`config.mk`:
```
export PLATFORM = sky130hd
export DESIGN_NAME = uart_tx_framer
export DESIGN_NICKNAME = d
export VERILOG_FILES = /design/src/rtl/uart_tx_pkg.sv /design/src/rtl/tx_queue.sv /design/src/rtl/tx_cmd.sv /design/src/rtl/tx_shifter.sv /design/src/rtl/uart_tx_framer.sv
export SDC_FILE = /design/constraint.sdc
export NUM_CORES = 1
export LEC_CHECK = 0
export CORE_MARGIN = 2
export CORE_UTILIZATION = 29
export CTS_CLUSTER_SIZE = 24
export DETAILED_ROUTE_END_ITERATION = 10
export GPL_ROUTABILITY_DRIVEN = 0
export RECOVER_POWER = 100
export SLEW_MARGIN = 10
export SYNTH_ARGS = -nofsm -noshare
export SYNTH_HDL_FRONTEND = slang
export SYNTH_SLANG_ARGS = --single-unit
```
`constraint.sdc`:
```
create_clock -name clk -period 3.2 [get_ports clk]
set_clock_uncertainty 0.15 [all_clocks]
set_input_delay 0.64 -clock clk [delete_from_list [all_inputs] [get_ports clk]]
set_output_delay 0.64 -clock clk [all_outputs]
set_load 0.005 [all_outputs]
```
`src/rtl/uart_tx_pkg.sv`:
```
package uart_tx_pkg;

  // Longest frame: start + 8 data + parity + 2 stop
  localparam int FRAME_MAX = 12;
  localparam int LEN_W     = $clog2(FRAME_MAX + 1);

  // Control command bit positions
  localparam int CMD_RST     = 1;
  localparam int CMD_ENABLE  = 4;
  localparam int CMD_DISABLE = 5;
  localparam int CMD_BRK_ON  = 7;
  localparam int CMD_BRK_OFF = 8;

  typedef logic [FRAME_MAX-1:0] frame_t;

  typedef enum logic [1:0] {
    PAR_EVEN  = 2'b00,
    PAR_ODD   = 2'b01,
    PAR_ZERO  = 2'b10,
    PAR_ONE   = 2'b11
  } par_kind_t;

  function automatic int data_width(input logic [7:0] m);
    case (m[2:1])
      2'b10:   return 7;
      2'b11:   return 6;
      default: return 8;
    endcase
  endfunction

  function automatic logic parity_on(input logic [7:0] m);
    return !m[5];
  endfunction

  function automatic int stop_width(input logic [7:0] m);
    return m[7] ? 2 : 1;
  endfunction

  function automatic logic [LEN_W-1:0] frame_len(input logic [7:0] m);
    int total;
    total = 1 + data_width(m) + (parity_on(m) ? 1 : 0) + stop_width(m);
    return LEN_W'(total);
  endfunction

  // Builds the frame LSB-first; unused upper bits stay high (stop/idle)
  function automatic frame_t build_frame(input logic [7:0] m, input logic [7:0] d);
    frame_t     f;
    logic [7:0] kept;
    logic       pbit;
    int         n;
    par_kind_t  kind;
    n    = data_width(m);
    f    = '1;
    kept = '0;
    f[0] = 1'b0;
    for (int i = 0; i < 8; i++) begin
      if (i < n) begin
        kept[i]  = d[i];
        f[1 + i] = d[i];
      end
    end
    kind = par_kind_t'(m[4:3]);
    case (kind)
      PAR_EVEN: pbit = ^kept;
      PAR_ODD:  pbit = ~^kept;
      PAR_ZERO: pbit = 1'b0;
      default:  pbit = 1'b1;
    endcase
    if (parity_on(m)) f[1 + n] = pbit;
    return f;
  endfunction

endpackage

```
`src/rtl/tx_queue.sv`:
```
module tx_queue #(
  parameter int DEPTH = 16,
  parameter int W     = 8
) (
  input  logic         clk,
  input  logic         rst_n,
  input  logic         flush,
  input  logic         push,
  input  logic [W-1:0] push_data,
  input  logic         pop,
  output logic [W-1:0] head,
  output logic         empty,
  output logic         full
);
  localparam int AW = (DEPTH > 1) ? $clog2(DEPTH) : 1;
  localparam int CW = $clog2(DEPTH + 1);

  logic [W-1:0]  mem [DEPTH];
  logic [AW-1:0] wr_ptr, rd_ptr;
  logic [CW-1:0] count;
  logic          push_ok, pop_ok;

  assign empty   = (count == '0);
  assign full    = (count == CW'(DEPTH));
  assign push_ok = push && !full && !flush;
  assign pop_ok  = pop && !empty && !flush;
  assign head    = mem[rd_ptr];

  function automatic logic [AW-1:0] bump(input logic [AW-1:0] p);
    return (p == AW'(DEPTH - 1)) ? '0 : p + 1'b1;
  endfunction

  always_ff @(posedge clk) begin
    if (push_ok) mem[wr_ptr] <= push_data;
  end

  always_ff @(posedge clk or negedge rst_n) begin
    if (!rst_n) begin
      wr_ptr <= '0;
      rd_ptr <= '0;
      count  <= '0;
    end else if (flush) begin
      wr_ptr <= '0;
      rd_ptr <= '0;
      count  <= '0;
    end else begin
      if (push_ok) wr_ptr <= bump(wr_ptr);
      if (pop_ok)  rd_ptr <= bump(rd_ptr);
      case ({push_ok, pop_ok})
        2'b10:   count <= count + 1'b1;
        2'b01:   count <= count - 1'b1;
        default: count <= count;
      endcase
    end
  end


  full_drop_chk: assert property (@(posedge clk) disable iff (!rst_n)
    (full && push && !pop && !flush) |=> (full && $stable(wr_ptr)));


  flags_excl_chk: assert property (@(posedge clk) disable iff (!rst_n)
    !(empty && full));


  flush_empties_chk: assert property (@(posedge clk) disable iff (!rst_n)
    flush |=> empty);

endmodule

```
`src/rtl/tx_cmd.sv`:
```
module tx_cmd
  import uart_tx_pkg::*;
(
  input  logic       clk,
  input  logic       rst_n,
  input  logic       cmd_wr,
  input  logic [8:0] cmd,
  output logic       tx_on,
  output logic       brk_on,
  output logic       soft_rst
);
  logic unused_cmd_bits;
  assign unused_cmd_bits = ^{cmd[0], cmd[3:2], cmd[6]};

  assign soft_rst = cmd_wr && cmd[CMD_RST];

  always_ff @(posedge clk or negedge rst_n) begin
    if (!rst_n) begin
      tx_on  <= 1'b0;
      brk_on <= 1'b0;
    end else if (cmd_wr) begin
      if (cmd[CMD_DISABLE])      tx_on <= 1'b0;
      else if (cmd[CMD_ENABLE])  tx_on <= 1'b1;
      if (cmd[CMD_BRK_OFF])      brk_on <= 1'b0;
      else if (cmd[CMD_BRK_ON])  brk_on <= 1'b1;
    end
  end


  disable_wins_chk: assert property (@(posedge clk) disable iff (!rst_n)
    (cmd_wr && cmd[CMD_DISABLE]) |=> !tx_on);


  brk_off_wins_chk: assert property (@(posedge clk) disable iff (!rst_n)
    (cmd_wr && cmd[CMD_BRK_OFF]) |=> !brk_on);

endmodule

```
`src/rtl/tx_shifter.sv`:
```
module tx_shifter
  import uart_tx_pkg::*;
(
  input  logic       clk,
  input  logic       rst_n,
  input  logic       abort,
  input  logic       baud_tick,
  input  logic       may_start,
  input  logic [7:0] fmt,
  input  logic [7:0] char_in,
  output logic       take,
  output logic       bit_out,
  output logic       busy
);
  frame_t           shreg;
  logic [LEN_W-1:0] bits_left;
  logic             last_bit;
  logic             start_evt;

  assign last_bit  = busy && (bits_left == LEN_W'(1));
  assign start_evt = baud_tick && (!busy || last_bit) && may_start && !abort;
  assign take      = start_evt;
  assign bit_out   = busy ? shreg[0] : 1'b1;

  always_ff @(posedge clk or negedge rst_n) begin
    if (!rst_n) begin
      shreg     <= '1;
      bits_left <= '0;
      busy      <= 1'b0;
    end else if (abort) begin
      shreg     <= '1;
      bits_left <= '0;
      busy      <= 1'b0;
    end else if (baud_tick) begin
      if (start_evt) begin
        shreg     <= build_frame(fmt, char_in);
        bits_left <= frame_len(fmt);
        busy      <= 1'b1;
      end else if (last_bit) begin
        busy      <= 1'b0;
        bits_left <= '0;
        shreg     <= '1;
      end else if (busy) begin
        shreg     <= {1'b1, shreg[FRAME_MAX-1:1]};
        bits_left <= bits_left - 1'b1;
      end
    end
  end


  start_low_chk: assert property (@(posedge clk) disable iff (!rst_n)
    start_evt |=> (busy && !bit_out));


  hold_between_ticks_chk: assert property (@(posedge clk) disable iff (!rst_n)
    (!baud_tick && !abort) |=> ($stable(bit_out) && $stable(busy)));


  back_to_back_chk: assert property (@(posedge clk) disable iff (!rst_n)
    (last_bit && baud_tick && may_start && !abort) |=> busy);

endmodule

```
`src/rtl/uart_tx_framer.sv`:
```
module uart_tx_framer
  import uart_tx_pkg::*;
#(
  parameter int QDEPTH = 16
) (
  input  logic       clk,
  input  logic       rst_n,
  input  logic       baud_tick,
  input  logic       wr_en,
  input  logic [7:0] wr_data,
  input  logic [7:0] mode,
  input  logic       ctrl_wr,
  input  logic [8:0] ctrl,
  output logic       tx_line,
  output logic       fifo_empty,
  output logic       fifo_full
);
  logic       tx_on, brk_on, soft_rst;
  logic       take, ser_bit, ser_busy;
  logic [7:0] head;
  logic       may_start;

  tx_cmd u_cmd (
    .clk      (clk),
    .rst_n    (rst_n),
    .cmd_wr   (ctrl_wr),
    .cmd      (ctrl),
    .tx_on    (tx_on),
    .brk_on   (brk_on),
    .soft_rst (soft_rst)
  );

  tx_queue #(.DEPTH(QDEPTH), .W(8)) u_queue (
    .clk       (clk),
    .rst_n     (rst_n),
    .flush     (soft_rst),
    .push      (wr_en),
    .push_data (wr_data),
    .pop       (take),
    .head      (head),
    .empty     (fifo_empty),
    .full      (fifo_full)
  );

  assign may_start = tx_on && !brk_on && !fifo_empty;

  tx_shifter u_shift (
    .clk       (clk),
    .rst_n     (rst_n),
    .abort     (soft_rst),
    .baud_tick (baud_tick),
    .may_start (may_start),
    .fmt       (mode),
    .char_in   (head),
    .take      (take),
    .bit_out   (ser_bit),
    .busy      (ser_busy)
  );

  assign tx_line = brk_on ? 1'b0 : ser_bit;


  break_low_chk: assert property (@(posedge clk) disable iff (!rst_n)
    (ctrl_wr && ctrl[CMD_BRK_ON] && !ctrl[CMD_BRK_OFF]) |=> !tx_line);


  reset_idle_chk: assert property (@(posedge clk) disable iff (!rst_n)
    (ctrl_wr && ctrl[CMD_RST] && !ctrl[CMD_BRK_ON] && !brk_on) |=> (tx_line && fifo_empty));


  no_take_when_off_chk: assert property (@(posedge clk) disable iff (!rst_n)
    !tx_on |-> !take);

endmodule

```
== Word-level counts from Yosys, hierarchy flattened ==
Memories as Yosys holds them, arrays and structs flattened.
Index checks and enable logic that the tools add are counted.
Storage, ports and cells
  bits in registers: 32
  RAM bits: 128
  output and inout port bits: 3
  word-level logic and storage cells: 179
  memories: 1
Memory list
  u_queue.mem: depth 16, bits a word 8, rd ports 1, clocked after memory_dff 0, wr ports 1, RTL line tx_queue.sv:18  | logic [W-1:0] mem [DEPTH];
Operators by class
  add/subtract/negate cells: 8
  order comparisons: 10
  equal/unequal tests: 10
  multiplexer cells: 108
  reduce and logical (&&, ||, !) cells: 34
Operators by type and width (number)
  < comparator 4 x 32 -> 1 bit, first input constant: 4
  2-to-1 mux 32 bit: 3
  2-to-1 mux 1 bit: 81
  2-to-1 mux 12 bit: 6
  < comparator 3 x 32 -> 1 bit, first input constant: 2
  2-to-1 mux 4 bit: 11
  adder 2 x 32 -> 32 bit, first input constant: 1
  >= comparator 32 x 1 -> 1 bit, second input constant: 1
  < comparator 1 x 32 -> 1 bit, first input constant: 1
  < comparator 2 x 32 -> 1 bit, first input constant: 1
  < comparator 32 x 6 -> 1 bit, second input constant: 1
  bitwise mux 12 bit: 1
  logical AND 1 bit: 12
  case mux 5 bit (2 select lines): 1
  nonzero test 2 bit: 5
  adder 4 x 1 -> 4 bit, second input constant: 2
  adder 4 bit: 2
  == test 2 bit, second input constant: 4
  == test 4 bit, second input constant: 2
  case mux 4 bit (2 select lines): 1
  AND reduction 2 bit: 4
  XNOR reduction 8 bit: 1
  XOR reduction 8 bit: 1
  nonzero test 3 bit: 2
  15 further kinds: 20

== Depth between registers and ports, before layout ==
  depth in word-level cells: 24
  gate-level depth with buffers: 14
  gate-level depth less buffers: 14

== By module ==
From an unflattened synthesis, not the netlist that was laid out.
Unflattened totals
  cells, all modules: 501
  area, all modules: 7169.4 um^2
Modules (own cells, without submodules)
  tx_queue: times used 1, cells an instance 363, area each 5895.7 um^2
  tx_shifter: times used 1, cells an instance 129, area each 1177.4 um^2
  tx_cmd: times used 1, cells an instance 7, area each 77.6 um^2
  uart_tx_framer: times used 1, cells an instance 2, area each 18.8 um^2

== Least setup slack after synthesis ==
OpenSTA, ideal clock, no wires.
  path kind: register -> register
  start: register u_shift.bits_left[1]
  end: register u_queue.count[4]
  setup time: 0.132 ns
  arrival: 2.611 ns
  data required time: 2.918 ns
  slack: 0.307 ns
  cell stages (with the launch flop): 15
  buffers on the path: 0
  clock period less this slack: 2.893 ns
  cells stage by stage: dfrtp_1 > inv_1 > ha_1 > nor3b_1 > nor2b_1 > nor3_2 > nand2_1 > nor2_1 > xor2_1 > ha_1 > o31a_1 > o21ai_0 > and3_1 > xnor2_1 > nor2_1
On the way
  cells in the longest elaborated chain, start to end: 11
  elaborated cells between the ends (all ways): 13
RTL lines
  start: declaration: RTL line tx_shifter.sv:16  | logic [LEN_W-1:0] bits_left;
  start signal: assignment: RTL line tx_shifter.sv:37  | bits_left <= frame_len(fmt);
  start signal: assignment: RTL line tx_shifter.sv:45  | bits_left <= bits_left - 1'b1;
  == test 4 x 1 -> 1 bit *: RTL line tx_shifter.sv:20  | assign last_bit = busy && (bits_left == LEN_W'(1));
  logical AND 1 bit *: RTL line tx_shifter.sv:20
  logical OR 1 bit *: RTL line tx_shifter.sv:21  | assign start_evt = baud_tick && (!busy || last_bit) && may_start && !abort;
  logical AND 1 bit * (3 in a row): RTL line tx_shifter.sv:21
  logical AND 1 bit * (2 in a row): RTL line tx_queue.sv:26  | assign pop_ok = pop && !empty && !flush;
  == test 2 x 1 -> 1 bit or == test 2 bit (tied branches): RTL line tx_queue.sv:49  | case ({push_ok, pop_ok})
  case mux 5 bit (2 select lines): RTL line tx_queue.sv:49
  2-to-1 mux 5 bit: RTL line tx_queue.sv:42  | end else if (flush) begin
  end signal: assignment: RTL line tx_queue.sv:50  | 2'b10: count <= count + 1'b1;
  end signal: assignment: RTL line tx_queue.sv:51  | 2'b01: count <= count - 1'b1;
  end signal: assignment: RTL line tx_queue.sv:52  | default: count <= count;
  end: declaration: RTL line tx_queue.sv:20  | logic [CW-1:0] count;
Mark *: on every way between the ends. The rest lies on a longest branch, timed or not.
A chain may end at the register's enable or synchronous reset.

== Final worst setup path ==
  start: register u_queue.rd_ptr[0]
  end: register u_shift.shreg[7]
On the way
  cells in the longest elaborated chain, start to end: 15
  elaborated cells between the ends (all ways): 48
RTL lines
  start: declaration: RTL line tx_queue.sv:19  | logic [AW-1:0] wr_ptr, rd_ptr;
  start signal: assignment: RTL line tx_queue.sv:48  | if (pop_ok) rd_ptr <= bump(rd_ptr);
  memory (16 x 8 bit) *
  2-to-1 mux 1 bit: RTL line uart_tx_pkg.sv:57  | if (i < n) begin
  2-to-1 mux 1 bit: RTL line tx_shifter.sv:35  | if (start_evt) begin
  2-to-1 mux 1 bit: RTL line tx_shifter.sv:34  | end else if (baud_tick) begin
  2-to-1 mux 1 bit: RTL line tx_shifter.sv:30  | end else if (abort) begin
  XNOR reduction 8 bit or XOR reduction 8 bit (tied branches): RTL line uart_tx_pkg.sv:65, uart_tx_pkg.sv:64
  case mux 1 bit (3 select lines): RTL line uart_tx_pkg.sv:63  | case (kind)
  2-to-1 mux 1 bit: RTL line tx_shifter.sv:35
  2-to-1 mux 1 bit: RTL line tx_shifter.sv:34
  2-to-1 mux 1 bit: RTL line tx_shifter.sv:30
  bitwise mux 12 bit: RTL line uart_tx_pkg.sv:69  | if (parity_on(m)) f[1 + n] = pbit;
  2-to-1 mux 12 bit *: RTL line uart_tx_pkg.sv:69
  2-to-1 mux 12 bit *: RTL line tx_shifter.sv:35
  2-to-1 mux 12 bit *: RTL line tx_shifter.sv:34
  2-to-1 mux 12 bit *: RTL line tx_shifter.sv:30
  end signal: assignment: RTL line tx_shifter.sv:36  | shreg <= build_frame(fmt, char_in);
  end signal: assignment: RTL line tx_shifter.sv:44  | shreg <= {1'b1, shreg[FRAME_MAX-1:1]};
  end: declaration: RTL line tx_shifter.sv:15  | frame_t shreg;
Mark *: on every way between the ends. The rest lies on a longest branch, timed or not. The select of a mux whose other input is x is not followed.

==> results.json <==
{
  "cts_max_level": 4,
  "grt-ovfl-total": 0,
  "hold_buffers": 0,
  "path_class": "flip-flop to flip-flop",
  "p_total_uw": 6050,
  "reg2reg_to": "u_shift.shreg[7]",
  "cpMostUsedCell": "xnor2_2",
  "dp_worst_setup_slack_ps": -26.0,
  "dpl.cell_count": 826,
  "grt_pass1_wl_um": 23200,
  "syn2layout_area_growth_pct": 20.7,
  "timing.slew.headroom_pct": -20.5,
  "antenna_found_initial": 0,
  "yosys_register_bits": 160,
  "min_period_over_period_pct": 98.1,
  "ys_types": 50,
  "numCtsBuffers": 17,
  "cts.sink_count": 160,
  "vias_per_cell": 4.67,
  "syn-instance-count": 451,
  "startpoint": "u_queue.rd_ptr[0]",
  "routed-via-count": 4041,
  "start_util_pct": 29.3,
  "ys_warn_count": 0,
  "wl_per_cell_um": 17.0,
  "drv_cap": 1,
  "grt_start_max_net_pins": 33,
  "synth_edf_count": 128,
  "slew_violations": 33,
  "antenna_left": 0,
  "outcome": "finished, violations left",
  "netlist_area_um2": 7050,
  "syn_area_per_cell_um2": 15.6,
  "crit_arrival_ps": 3330,
  "irDropWorstVdd_mv": 0.444,
  "dpl_cell_area_um2": 7930,
  "final_core_util_pct": 35.3,
  "critPathMaxFanout": 9,
  "reg2reg_from": "u_queue.rd_ptr[0]",
  "drt_iter0_drc": 326,
  "multi_input_area_um2": 2220,
  "ys_seq_area_share_pct": 66.1,
  "grt_usage_pct": 11.9,
  "nets": 571,
  "seq_area_um2": 4660,
  "dp_hpwl_um": 10200,
  "grt_pass1_vias": 4214,
  "synth_area_leaders": "edfxtp_1, dfrtp_1, mux4_1",
  "layoutNonFillerInstCount": 866,
  "firstDrtPassIters": 4,
  "violations": "max-capacitance violations, max-slew violations",
  "syn-num-nets": 492,
  "cp_slowest_stage_delay_ps": 550,
  "r2r_setup_slack_ps": 60,
  "crit_chain": "buf_12 > mux4_1 > mux4_2 > xnor2_2 > xnor3_2 > xnor2_2 > nor3_2 > nor4_2 > a21oi_1",
  "clock_latency_ps": 430,
  "pwr_density_cell_nw_per_um2": 710,
  "nFillCells": 2334,
  "crit_path_start_kind": "flip-flop",
  "drc": 0,
  "hold_depth": 2,
  "post-route-min-period_ps": 3140,
  "core_um2": 24100,
  "finalWirelength_um": 14700,
  "rsz0062_at_grt": "yes",
  "fin_area_um2": 8510,
  "io_pins": 33,
  "n_antenna_cell": 0,
  "holdPathEnd": "u_shift.shreg[9]",
  "clkTransAtPathRegs_ps": 60,
  "synth_top_cell_area_share_pct": 54.5,
  "tritoncts": "done",
  "worst_pin_slew_ps": 1810,
  "io_buffer_count": 26,
  "setup_viol": 0,
  "hold_class": "flip-flop to flip-flop",
  "worstRegToRegCells": 9,
  "critical_path.top_delay_family": "multiplexers",
  "die_h_um": 160,
  "yosysTopAreaCell": "edfxtp_1",
  "slowest_stage": "mux4_1",
  "dieArea_um2": 25600,
  "final.setup.worst_slack_ps": 59.5,
  "die_w_um": 160,
  "synth_ff_type": "edfxtp_1",
  "root_buffer": "clkbuf_16",
  "synth-async-reset-ratio_pct": 20.0,
  "drive_above_1_share_pct": 19.4,
  "hold_violations": 0,
  "max_freq_mhz": 318,
  "required_ps": 3390,
  "p_leak_uw": 0.00288,
  "path_buf_inv": 1,
  "cp-end-kind": "flip-flop",
  "max-clock-path-buffers": 2,
  "holdCritStartpoint": "u_shift.shreg[9]",
  "rows": 57
}
==> cells in the mapped netlist (all sizes together) (6+ instances only) <==
| cell | instances |
|---|---|
| edfxtp | 128 |
| nor2 | 42 |
| mux4 | 31 |
| nand2 | 30 |
| a21oi | 29 |
| dfrtp | 20 |
| clkbuf | 15 |
| o21ai | 13 |
| dfstp | 12 |
| inv | 12 |
| a22oi | 10 |
| nor3 | 10 |
| ha | 9 |
| xnor2 | 9 |
| buf | 8 |
| mux2i | 8 |
| and2 | 6 |
| nand2b | 6 |
| nor4 | 6 |
| o22ai | 6 |
==> routing by layer <==
layer | wire (µm) | GRT usage (%)
met5 | 0 | 0
met4 | 294 | 3.97
met3 | 467 | 3.01
met2 | 7340 | 20.1
met1 | 6620 | 15.0
==> flip-flops by register name, summed over array words and instances (netlist names) <==
name               count
u_queue.count          5
u_shift.bits_left      4
u_shift.shreg         12
u_shift.busy           1
u_queue.rd_ptr         4
u_cmd.brk_on           1
u_queue.mem          128
u_queue.wr_ptr         4
u_cmd.tx_on            1
==> worst reg2reg max path, stage by stage, from the launching register on <==
cell     delay [ps]
dfrtp_2         420
buf_12          150
mux4_1          550
mux4_2          530
xnor2_2         160
xnor3_2         500
xnor2_2         180
nor3_2           80
nor4_2          240
a21oi_1         110
==> layout by cell type, fill, tap and decap left out, types with 6 or more instances in the layout <==
cell type	instances
nor3_1	8
ha_1	9
inv_6	6
buf_4	18
mux4_1	14
nor2_1	42
dfstp_2	12
edfxtp_1	128
clkbuf_1	35
a22oi_1	6
nand2_1	27
a21oi_1	28
nand2b_1	6
dlygate4sd3_1	13
xnor2_1	6
clkdlybuf4s50_1	13
mux2i_1	7
o21ai_0	13
o22ai_1	6
dfrtp_1	19
mux4_2	17
inv_1	12
clkbuf_16	17
==> logic make-up (layout without fill, tap and decap cells) <==
family / count (synthesis) / count (layout) / share of synthesized area (%)
flip-flops: 160 / 160 / 66.1
multiplexers: 40 / 40 / 12.3
buffers and inverters: 35 / 126 / 3.16
XOR/XNOR: 15 / 15 / 2.18
AO/OA/AOI/OAI: 73 / 73 / 6.26
adder cells (fa/ha/maj): 11 / 11 / 2.16
AND/OR/NAND/NOR: 117 / 117 / 7.88
==> power breakdown <==
part           internal [µW]  switching, µW
registers               2480            137
clock network           1100            865
logic                    730            741
total                   4300           1740
==> through the flow <==
step / hold slack, ps / setup TNS (ps)
2_1_floorplan: 194 / 0
3_3_place_gp: 322 / 0
3_5_place_dp: 317 / -30.0
4_1_cts: 326 / 0
5_1_grt: 346 / -142
6_report: 321 / 0
==> what timing repair did <==
item / in CTS / in global routing
pin swaps: 0 / 6
gates resized for setup: 1 / 21
endpoints found under the setup margin: 1 / 2
setup buffers: 0 / 9
==> cell type report <==
class | count | area share, %
Sequential cell | 160 | 54.8
Multi-Input combinational cell | 256 | 26.1
Timing Repair Buffer | 83 | 7.13
Clock buffer | 17 | 5.00
Tap cell | 324 | 4.76
Clock inverter | 14 | 1.69
Inverter | 12 | 0.529
==> worst max-delay path by stage <==
| stage | end | cells past startpoint |
|---|---|---|
| global route | u_shift.shreg[7] | 11 |
| floorplan | u_queue.count[4] | 14 |
| detailed placement | u_queue.count[4] | 12 |
| CTS | u_shift.shreg[7] | 9 |
| global placement | u_shift.shreg[7] | 9 |
| finish | u_shift.shreg[7] | 9 |
Note: power is estimated with default switching activity, not from simulation.
